File: config.mk
export PLATFORM = sky130hd
export DESIGN_NAME = dec_shift_round
export DESIGN_NICKNAME = d
export VERILOG_FILES = /design/src/rtl/dsr_pkg.sv /design/src/rtl/dsr_check.sv /design/src/rtl/dsr_shift.sv /design/src/rtl/dsr_incr.sv /design/src/rtl/dec_shift_round.sv
export SDC_FILE = /design/constraint.sdc
export NUM_CORES = 1
export LEC_CHECK = 0
export ABC_AREA = 1
export BUFFER_PORTS_ARGS = -buffer_cell sky130_fd_sc_hd__buf_2
export CAP_MARGIN = 20
export CELL_PAD_IN_SITES_DETAIL_PLACEMENT = 1
export CELL_PAD_IN_SITES_GLOBAL_PLACEMENT = 1
export CORE_MARGIN = 3
export CORE_UTILIZATION = 41
export DETAILED_ROUTE_END_ITERATION = 10
export HOLD_SLACK_MARGIN = 0.12
export PLACE_DENSITY_LB_ADDON = 0.1
export SLEW_MARGIN = 5
export SYNTH_ARGS = -nofsm -noshare
export SYNTH_HDL_FRONTEND = slang
export SYNTH_HIERARCHICAL = 1
export SYNTH_SLANG_ARGS = --single-unit
File: constraint.sdc
create_clock -name clk -period 1.4 [get_ports clk]
set_clock_uncertainty 0.05 [all_clocks]
set_input_delay 0.28 -clock clk [delete_from_list [all_inputs] [get_ports clk]]
set_output_delay 0.28 -clock clk [all_outputs]
set_load 0.01 [all_outputs]
File: src/rtl/dsr_pkg.sv
package dsr_pkg;

  localparam logic [3:0] SGN_NEG   = 4'hD;
  localparam logic [3:0] SGN_POS_C = 4'hC;
  localparam logic [3:0] SGN_POS_F = 4'hF;

  typedef struct packed {
    logic lt;
    logic gt;
    logic eq;
    logic so;
  } cond_t;

  function automatic logic code_is_neg(input logic [3:0] code);
    return (code == 4'hB) || (code == 4'hD);
  endfunction

endpackage

File: src/rtl/dsr_check.sv
module dsr_check #(
  parameter int DIGITS = 31,
  localparam int W = 4 * (DIGITS + 1)
) (
  input  logic [W-1:0] op,
  output logic         ok,
  output logic         neg
);
  import dsr_pkg::*;

  logic [DIGITS-1:0] dig_ok;

  for (genvar i = 1; i <= DIGITS; i++) begin : g_dig
    assign dig_ok[i-1] = (op[4*i +: 4] <= 4'd9);
  end

  assign ok  = (&dig_ok) && (op[3:0] >= 4'hA);
  assign neg = code_is_neg(op[3:0]);
endmodule

File: src/rtl/dsr_shift.sv
module dsr_shift #(
  parameter int DIGITS = 31,
  parameter int CW = 8,
  localparam int W = 4 * (DIGITS + 1),
  localparam int AW = $clog2(DIGITS + 1)
) (
  input  logic [W-1:0]  mag,
  input  logic [CW-1:0] cnt,
  output logic [W-1:0]  shifted,
  output logic          ovf,
  output logic          rnd_up
);
  localparam logic signed [CW-1:0] LIM_POS = CW'(DIGITS);
  localparam logic signed [CW-1:0] LIM_NEG = -CW'(DIGITS);

  logic signed [CW-1:0] c;
  logic                 go_left;
  logic [AW-1:0]        amt;
  logic [2*W-1:0]       wide;
  logic [W-1:0]         rsh;

  assign c       = $signed(cnt);
  assign go_left = !c[CW-1];

  always_comb begin
    if (go_left) begin
      amt = (c > LIM_POS) ? AW'(DIGITS) : AW'(c);
    end else begin
      amt = (c < LIM_NEG) ? AW'(DIGITS) : AW'(-c);
    end
  end

  assign wide    = {{W{1'b0}}, mag} << {amt, 2'b00};
  assign rsh     = mag >> {amt, 2'b00};
  assign shifted = go_left ? wide[W-1:0] : rsh;
  assign ovf     = go_left && (|wide[2*W-1:W]);
  assign rnd_up  = !go_left && (rsh[3:0] >= 4'd5);
endmodule

File: src/rtl/dsr_incr.sv
module dsr_incr #(
  parameter int DIGITS = 31,
  localparam int W = 4 * (DIGITS + 1)
) (
  input  logic [W-1:0] val,
  input  logic         inc,
  output logic [W-1:0] sum,
  output logic         carry_out
);
  logic [DIGITS:0] c;

  assign c[0]     = inc;
  assign sum[3:0] = 4'h0;

  for (genvar i = 1; i <= DIGITS; i++) begin : g_dig
    logic [3:0] d;
    assign d = val[4*i +: 4];
    assign sum[4*i +: 4] = c[i-1] ? ((d == 4'd9) ? 4'd0 : d + 4'd1) : d;
    assign c[i] = c[i-1] && (d == 4'd9);
  end

  assign carry_out = c[DIGITS];
endmodule

File: src/rtl/dec_shift_round.sv
module dec_shift_round #(
  parameter int DIGITS = 31,
  parameter int CW = 8,
  localparam int W = 4 * (DIGITS + 1)
) (
  input  logic          clk,
  input  logic          rst_n,
  input  logic          in_valid,
  output logic          in_ready,
  input  logic [W-1:0]  in_operand,
  input  logic [CW-1:0] in_count,
  input  logic          in_pos_f,
  output logic          out_valid,
  input  logic          out_ready,
  output logic [W-1:0]  out_result,
  output logic [3:0]    out_cond
);
  import dsr_pkg::*;

  logic          op_ok, op_neg;
  logic [W-1:0]  mag, shifted, inc_sum;
  logic          ovf, rnd_up, inc_carry;
  logic          mag_zero;
  logic [3:0]    sgn_code;
  logic [W-1:0]  res_next;
  cond_t         cond_next, cond_q;
  logic          take;

  assign mag = {in_operand[W-1:4], 4'h0};

  dsr_check #(.DIGITS(DIGITS)) u_check (
    .op(in_operand), .ok(op_ok), .neg(op_neg)
  );

  dsr_shift #(.DIGITS(DIGITS), .CW(CW)) u_shift (
    .mag(mag), .cnt(in_count), .shifted(shifted), .ovf(ovf), .rnd_up(rnd_up)
  );

  dsr_incr #(.DIGITS(DIGITS)) u_incr (
    .val(shifted), .inc(rnd_up), .sum(inc_sum), .carry_out(inc_carry)
  );

  assign mag_zero = ~|inc_sum[W-1:4];
  assign sgn_code = op_neg ? SGN_NEG : (in_pos_f ? SGN_POS_F : SGN_POS_C);

  always_comb begin
    if (op_ok) begin
      res_next     = {inc_sum[W-1:4], sgn_code};
      cond_next.lt = op_neg && !mag_zero;
      cond_next.gt = !op_neg && !mag_zero;
      cond_next.eq = mag_zero;
      cond_next.so = ovf;
    end else begin
      res_next  = '0;
      cond_next = '{lt: 1'b0, gt: 1'b0, eq: 1'b0, so: 1'b1};
    end
  end

  assign in_ready = !out_valid || out_ready;
  assign take     = in_valid && in_ready;

  always_ff @(posedge clk or negedge rst_n) begin
    if (!rst_n) begin
      out_valid  <= 1'b0;
      out_result <= '0;
      cond_q     <= '0;
    end else if (take) begin
      out_valid  <= 1'b1;
      out_result <= res_next;
      cond_q     <= cond_next;
    end else if (out_ready) begin
      out_valid  <= 1'b0;
    end
  end

  assign out_cond = cond_q;

  // Back-pressure keeps the held result frozen
  assert_hold_R9: assert property (@(posedge clk) disable iff (!rst_n)
    out_valid && !out_ready |=> out_valid && $stable(out_result) && $stable(out_cond));

  // Compare flags are mutually exclusive
  assert_cond_excl_R8: assert property (@(posedge clk) disable iff (!rst_n)
    out_valid |-> $onehot0(out_cond[3:1]));

  // Any compared result carries a preferred sign code, 0xD when negative
  assert_sign_code_R7: assert property (@(posedge clk) disable iff (!rst_n)
    out_valid && (|out_cond[3:1]) |->
      (out_result[3:0] == SGN_POS_C || out_result[3:0] == SGN_POS_F || out_result[3:0] == SGN_NEG)
      && (!out_cond[3] || out_result[3:0] == SGN_NEG));

  // A malformed operand yields only the summary flag and a zero result
  assert_invalid_R1: assert property (@(posedge clk) disable iff (!rst_n)
    take && !op_ok |=> out_cond == 4'b0001 && out_result == '0);

  // Rounding after a right move never carries out of the top digit
  assert_no_wrap_R5: assert property (@(posedge clk) disable iff (!rst_n)
    in_valid && rnd_up |-> !inc_carry);
endmodule

==> results of run 1 <==
-- metrics by stage --
stage | std cells | cell area (um2) | setup TNS [ps] | hold slack (ps) | setup WS, ps
2_1_floorplan | 4106 | 22770 | -342000 | -65.59 | -3979
3_3_place_gp | 6239 | 35010 | -473030 | 137.9 | -4964
3_5_place_dp | 6239 | 35010 | -564510 | 170.6 | -6099
==> flow_metrics.env, run 1 <==
export IMPL_syn_area_um2=22590
export IMPL_place_gp_congestion=1.190
export IMPL_lastStage="clock tree synthesis"
export IMPL_hold_buffers=3
export IMPL_die_h_um=240.7
export IMPL_clkSinkCount=132
export IMPL_dp_hpwl_um=164700
export IMPL_die_width_um=240.7
export IMPL_clock_path_buffers=2
export IMPL_initial_core_util_pct=41.72
export IMPL_status="stopped before the end"
export IMPL_netlist_instances=4103
export IMPL_pin_count=275
export IMPL_cts_resized=582
export IMPL_yosys_warnings=6
export IMPL_io_buffers=274
export IMPL_error="[ERROR DPL-0033] detailed placement checks failed during check placement."
export IMPL_h_tree_depth=4
export IMPL_numCtsBuffers=17
export IMPL_root_buffer="clkbuf_16"
export IMPL_cts_setup_buffers=163
export IMPL_synth_avg_cell_area_um2=5.505
export IMPL_fp_row_count=85
==> run 2, diff against run 1 <==
--- a/config.mk
+++ b/config.mk
@@ -8,13 +8,10 @@
 export ABC_AREA = 1
 export BUFFER_PORTS_ARGS = -buffer_cell sky130_fd_sc_hd__buf_2
 export CAP_MARGIN = 20
-export CELL_PAD_IN_SITES_DETAIL_PLACEMENT = 1
-export CELL_PAD_IN_SITES_GLOBAL_PLACEMENT = 1
 export CORE_MARGIN = 3
-export CORE_UTILIZATION = 41
+export CORE_UTILIZATION = 30
 export DETAILED_ROUTE_END_ITERATION = 10
-export HOLD_SLACK_MARGIN = 0.12
-export PLACE_DENSITY_LB_ADDON = 0.1
+export PLACE_DENSITY_LB_ADDON = 0.15
 export SLEW_MARGIN = 5
 export SYNTH_ARGS = -nofsm -noshare
 export SYNTH_HDL_FRONTEND = slang
==> flow_metrics.env, run 2 <==
export IMPL_tns_ps=-406100
export IMPL_area_delta_synth_final_pct=82.49
export IMPL_worstReg2RegEnd="out_result[26]"
export IMPL_grt_start_max_net_pins=89
export IMPL_netlist_instances=4103
export IMPL_rr_startpoint="out_valid"
export IMPL_grt_pass1_wl_um=253600
export IMPL_wire_per_inst_um=26.41
export IMPL_cp_arrival_ps=6020
export IMPL_power_frac_comb_pct=67.3
export IMPL_p_int_mw=14.14
export IMPL_drt_vias_per_instance=5.588
export IMPL_nFillCells=7589
export IMPL_core_area_um2=73830
export IMPL_p_per_area_nw_per_um2=634.1
export IMPL_dp_hpwl_um=148300
export IMPL_reg2reg_slack_ps=-70
export IMPL_die_h_um=280.4
export IMPL_fmax_ghz=0.1739
export IMPL_hold_path_endpoint="out_result[1]"
export IMPL_status="finished, violations left"
export IMPL_hold_viol=0
export IMPL_drive_above_1_share_pct=43.58
export IMPL_layout_common_cells="1648 x buf_4, 1106 x nand2_1, 790 x nand3_1"
export IMPL_yosys_warnings=6
export IMPL_dr_pass1_iters=6
export IMPL_critical_path_peak_fanout=9
export IMPL_finalCritPeriodShare_pct=410.6
export IMPL_period_needed_ps=5749
export IMPL_pin_count=275
export IMPL_cpMostUsedCell="buf_4"
export IMPL_rsz0062_at_grt="true"
export IMPL_rr_worst_depth=7
export IMPL_maxCapViolCount=0
export IMPL_tritoncts="built"
export IMPL_worst_endpoint_required_ps=1680
export IMPL_grt_overflow_total=0
export IMPL_fin_ws_ps=-4349
export IMPL_grt_use_total_pct=44.47
export IMPL_slowest_delay_ps=220
export IMPL_drv_slew=0
export IMPL_wirelength_um=181300
export IMPL_final_common_cell="buf_4"
export IMPL_numCtsBuffers=17
export IMPL_syn_area_um2=22590
export IMPL_fp_row_count=99
export IMPL_antenna_found_initial=6
export IMPL_cp_start_kind="primary input"
export IMPL_p_total_mw=26.14
export IMPL_io_buffers=274
export IMPL_cp_end_kind="flip-flop"
export IMPL_drt_iter0_markers=4913
export IMPL_top_register="out_result"
export IMPL_path_clk_slew_ps=60
export IMPL_initial_core_util_pct=30.59
export IMPL_power_frac_seq_pct=14.6
export IMPL_worst_pin_slew_ps=989.3
export IMPL_failed_checks="setup timing"
export IMPL_netSwitchingPower_mw=12.00
export IMPL_nNetsFinal=6035
export IMPL_clock_path_buffers=2
export IMPL_p_leak_nw=21.29
export IMPL_finalSetupViolCount=132
export IMPL_drc=0
export IMPL_root_buffer="clkbuf_16"
export IMPL_min_path_cells=2
export IMPL_grt_pass1_vias=36700
export IMPL_vias=38360
export IMPL_place_gp_congestion=1.068
export IMPL_relSlewSlack_pct=34.05
export IMPL_largest_reg_flops=127
export IMPL_crit_type="in -> reg"
export IMPL_ant_nets=0
export IMPL_hold_path_class="in -> reg"
export IMPL_die_width_um=280.4
export IMPL_synth_avg_cell_area_um2=5.505
export IMPL_switching_share_pct=45.90
export IMPL_min_delay_start="in_pos_f"
export IMPL_clkSinkCount=132
export IMPL_die_area_um2=78610
export IMPL_vdd_drop_max_mv=0.8169
export IMPL_cp_slowest_cell="o21ai_4"
export IMPL_h_tree_depth=4
export IMPL_power_share_clock_pct=18.1
export IMPL_worstSkewPairLatency_ps=430
-- run 2: final cells by class --
type                    instances  area (um2)  share of cell area, %
diodes                          1       2.502               0.006071
clock buffers                  18       439.2                  1.066
clock inverters                12       178.9                 0.4341
inverters                     274        1071                  2.599
multi-input cells            3410       18940                  45.95
flip-flops and latches        132        3303                  8.014
well taps                     959        1200                  2.911
repair buffers               2058       16080                  39.02
-- run 2: power by group through the flow --
stage | Sequential [mW] | Clock, mW | Combinational (mW)
floorplan | 3.89 | 0 | 5.65
global placement | 3.89 | 0 | 14.9
global route | 3.82 | 4.96 | 18.3
CTS | 3.82 | 4.82 | 16.4
finish | 3.82 | 4.73 | 17.6
detailed placement | 3.89 | 0 | 14.9
-- run 2: timing repair --
| item | 4_1_cts | 5_1_grt |
|---|---|---|
| resized for setup | 447 | 307 |
| hold buffers | 1 | 0 |
| cloned | 11 | 1 |
| pin swaps | 76 | 84 |
| buffers inserted | 197 | 44 |
| setup endpoints to repair | 132 | 132 |
| hold endpoints to repair | 60 | 0 |
-- run 2: critical path, delay by kind of cell --
family / cells / cell delay [ps]
multiplexers: 2 / 270
buffers and inverters: 30 / 3830
AND/OR/NAND/NOR: 14 / 1010
AO/OA/AOI/OAI: 3 / 470
adder cells (fa/ha/maj): 1 / 140
-- run 2: how the worst max path moves through the flow --
stage,cells after the start,start,end,slack (ps)
after floorplan,42,in_count[0],out_cond[2],-3980
after global placement,44,in_count[0],out_cond[2],-4920
after detailed placement,44,in_count[0],out_cond[2],-4990
after CTS,43,in_count[0],out_cond[2],-4010
after global routing,47,in_count[1],out_cond[1],-4510
final,50,in_count[1],out_cond[1],-4350
-- run 2: stage by stage --
step / utilization, % / std cells / worst slack (ps) / area, um2 / hold WS (ps)
finish: 55.83 / 6864 / -4349 / 41220 / 34.18
global route: 55.83 / 6864 / -4508 / 41220 / 32.54
CTS: 54.13 / 6850 / -4009 / 39960 / 8.348
detailed placement: 49.07 / 6616 / -4992 / 36220 / 137.3
global placement: 49.07 / 6616 / -4918 / 36220 / 132.9
floorplan: - / 4106 / -3979 / 22770 / -65.59
-- run 2: routing by layer --
| metal | wire length [um] | part of all wire, % | track usage, % | vias to the layer above |
|---|---|---|---|---|
| met5 | 40 | 0.022 | 0 | - |
| met4 | 15440 | 8.5 | 30.35 | 6 |
| met3 | 16340 | 9.0 | 8.795 | 536 |
| met2 | 77080 | 43 | 68.12 | 2115 |
| met1 | 72370 | 40 | 56.34 | 18150 |
| li1 | - | - | - | 17550 |
(Power assumes the default switching activity.)
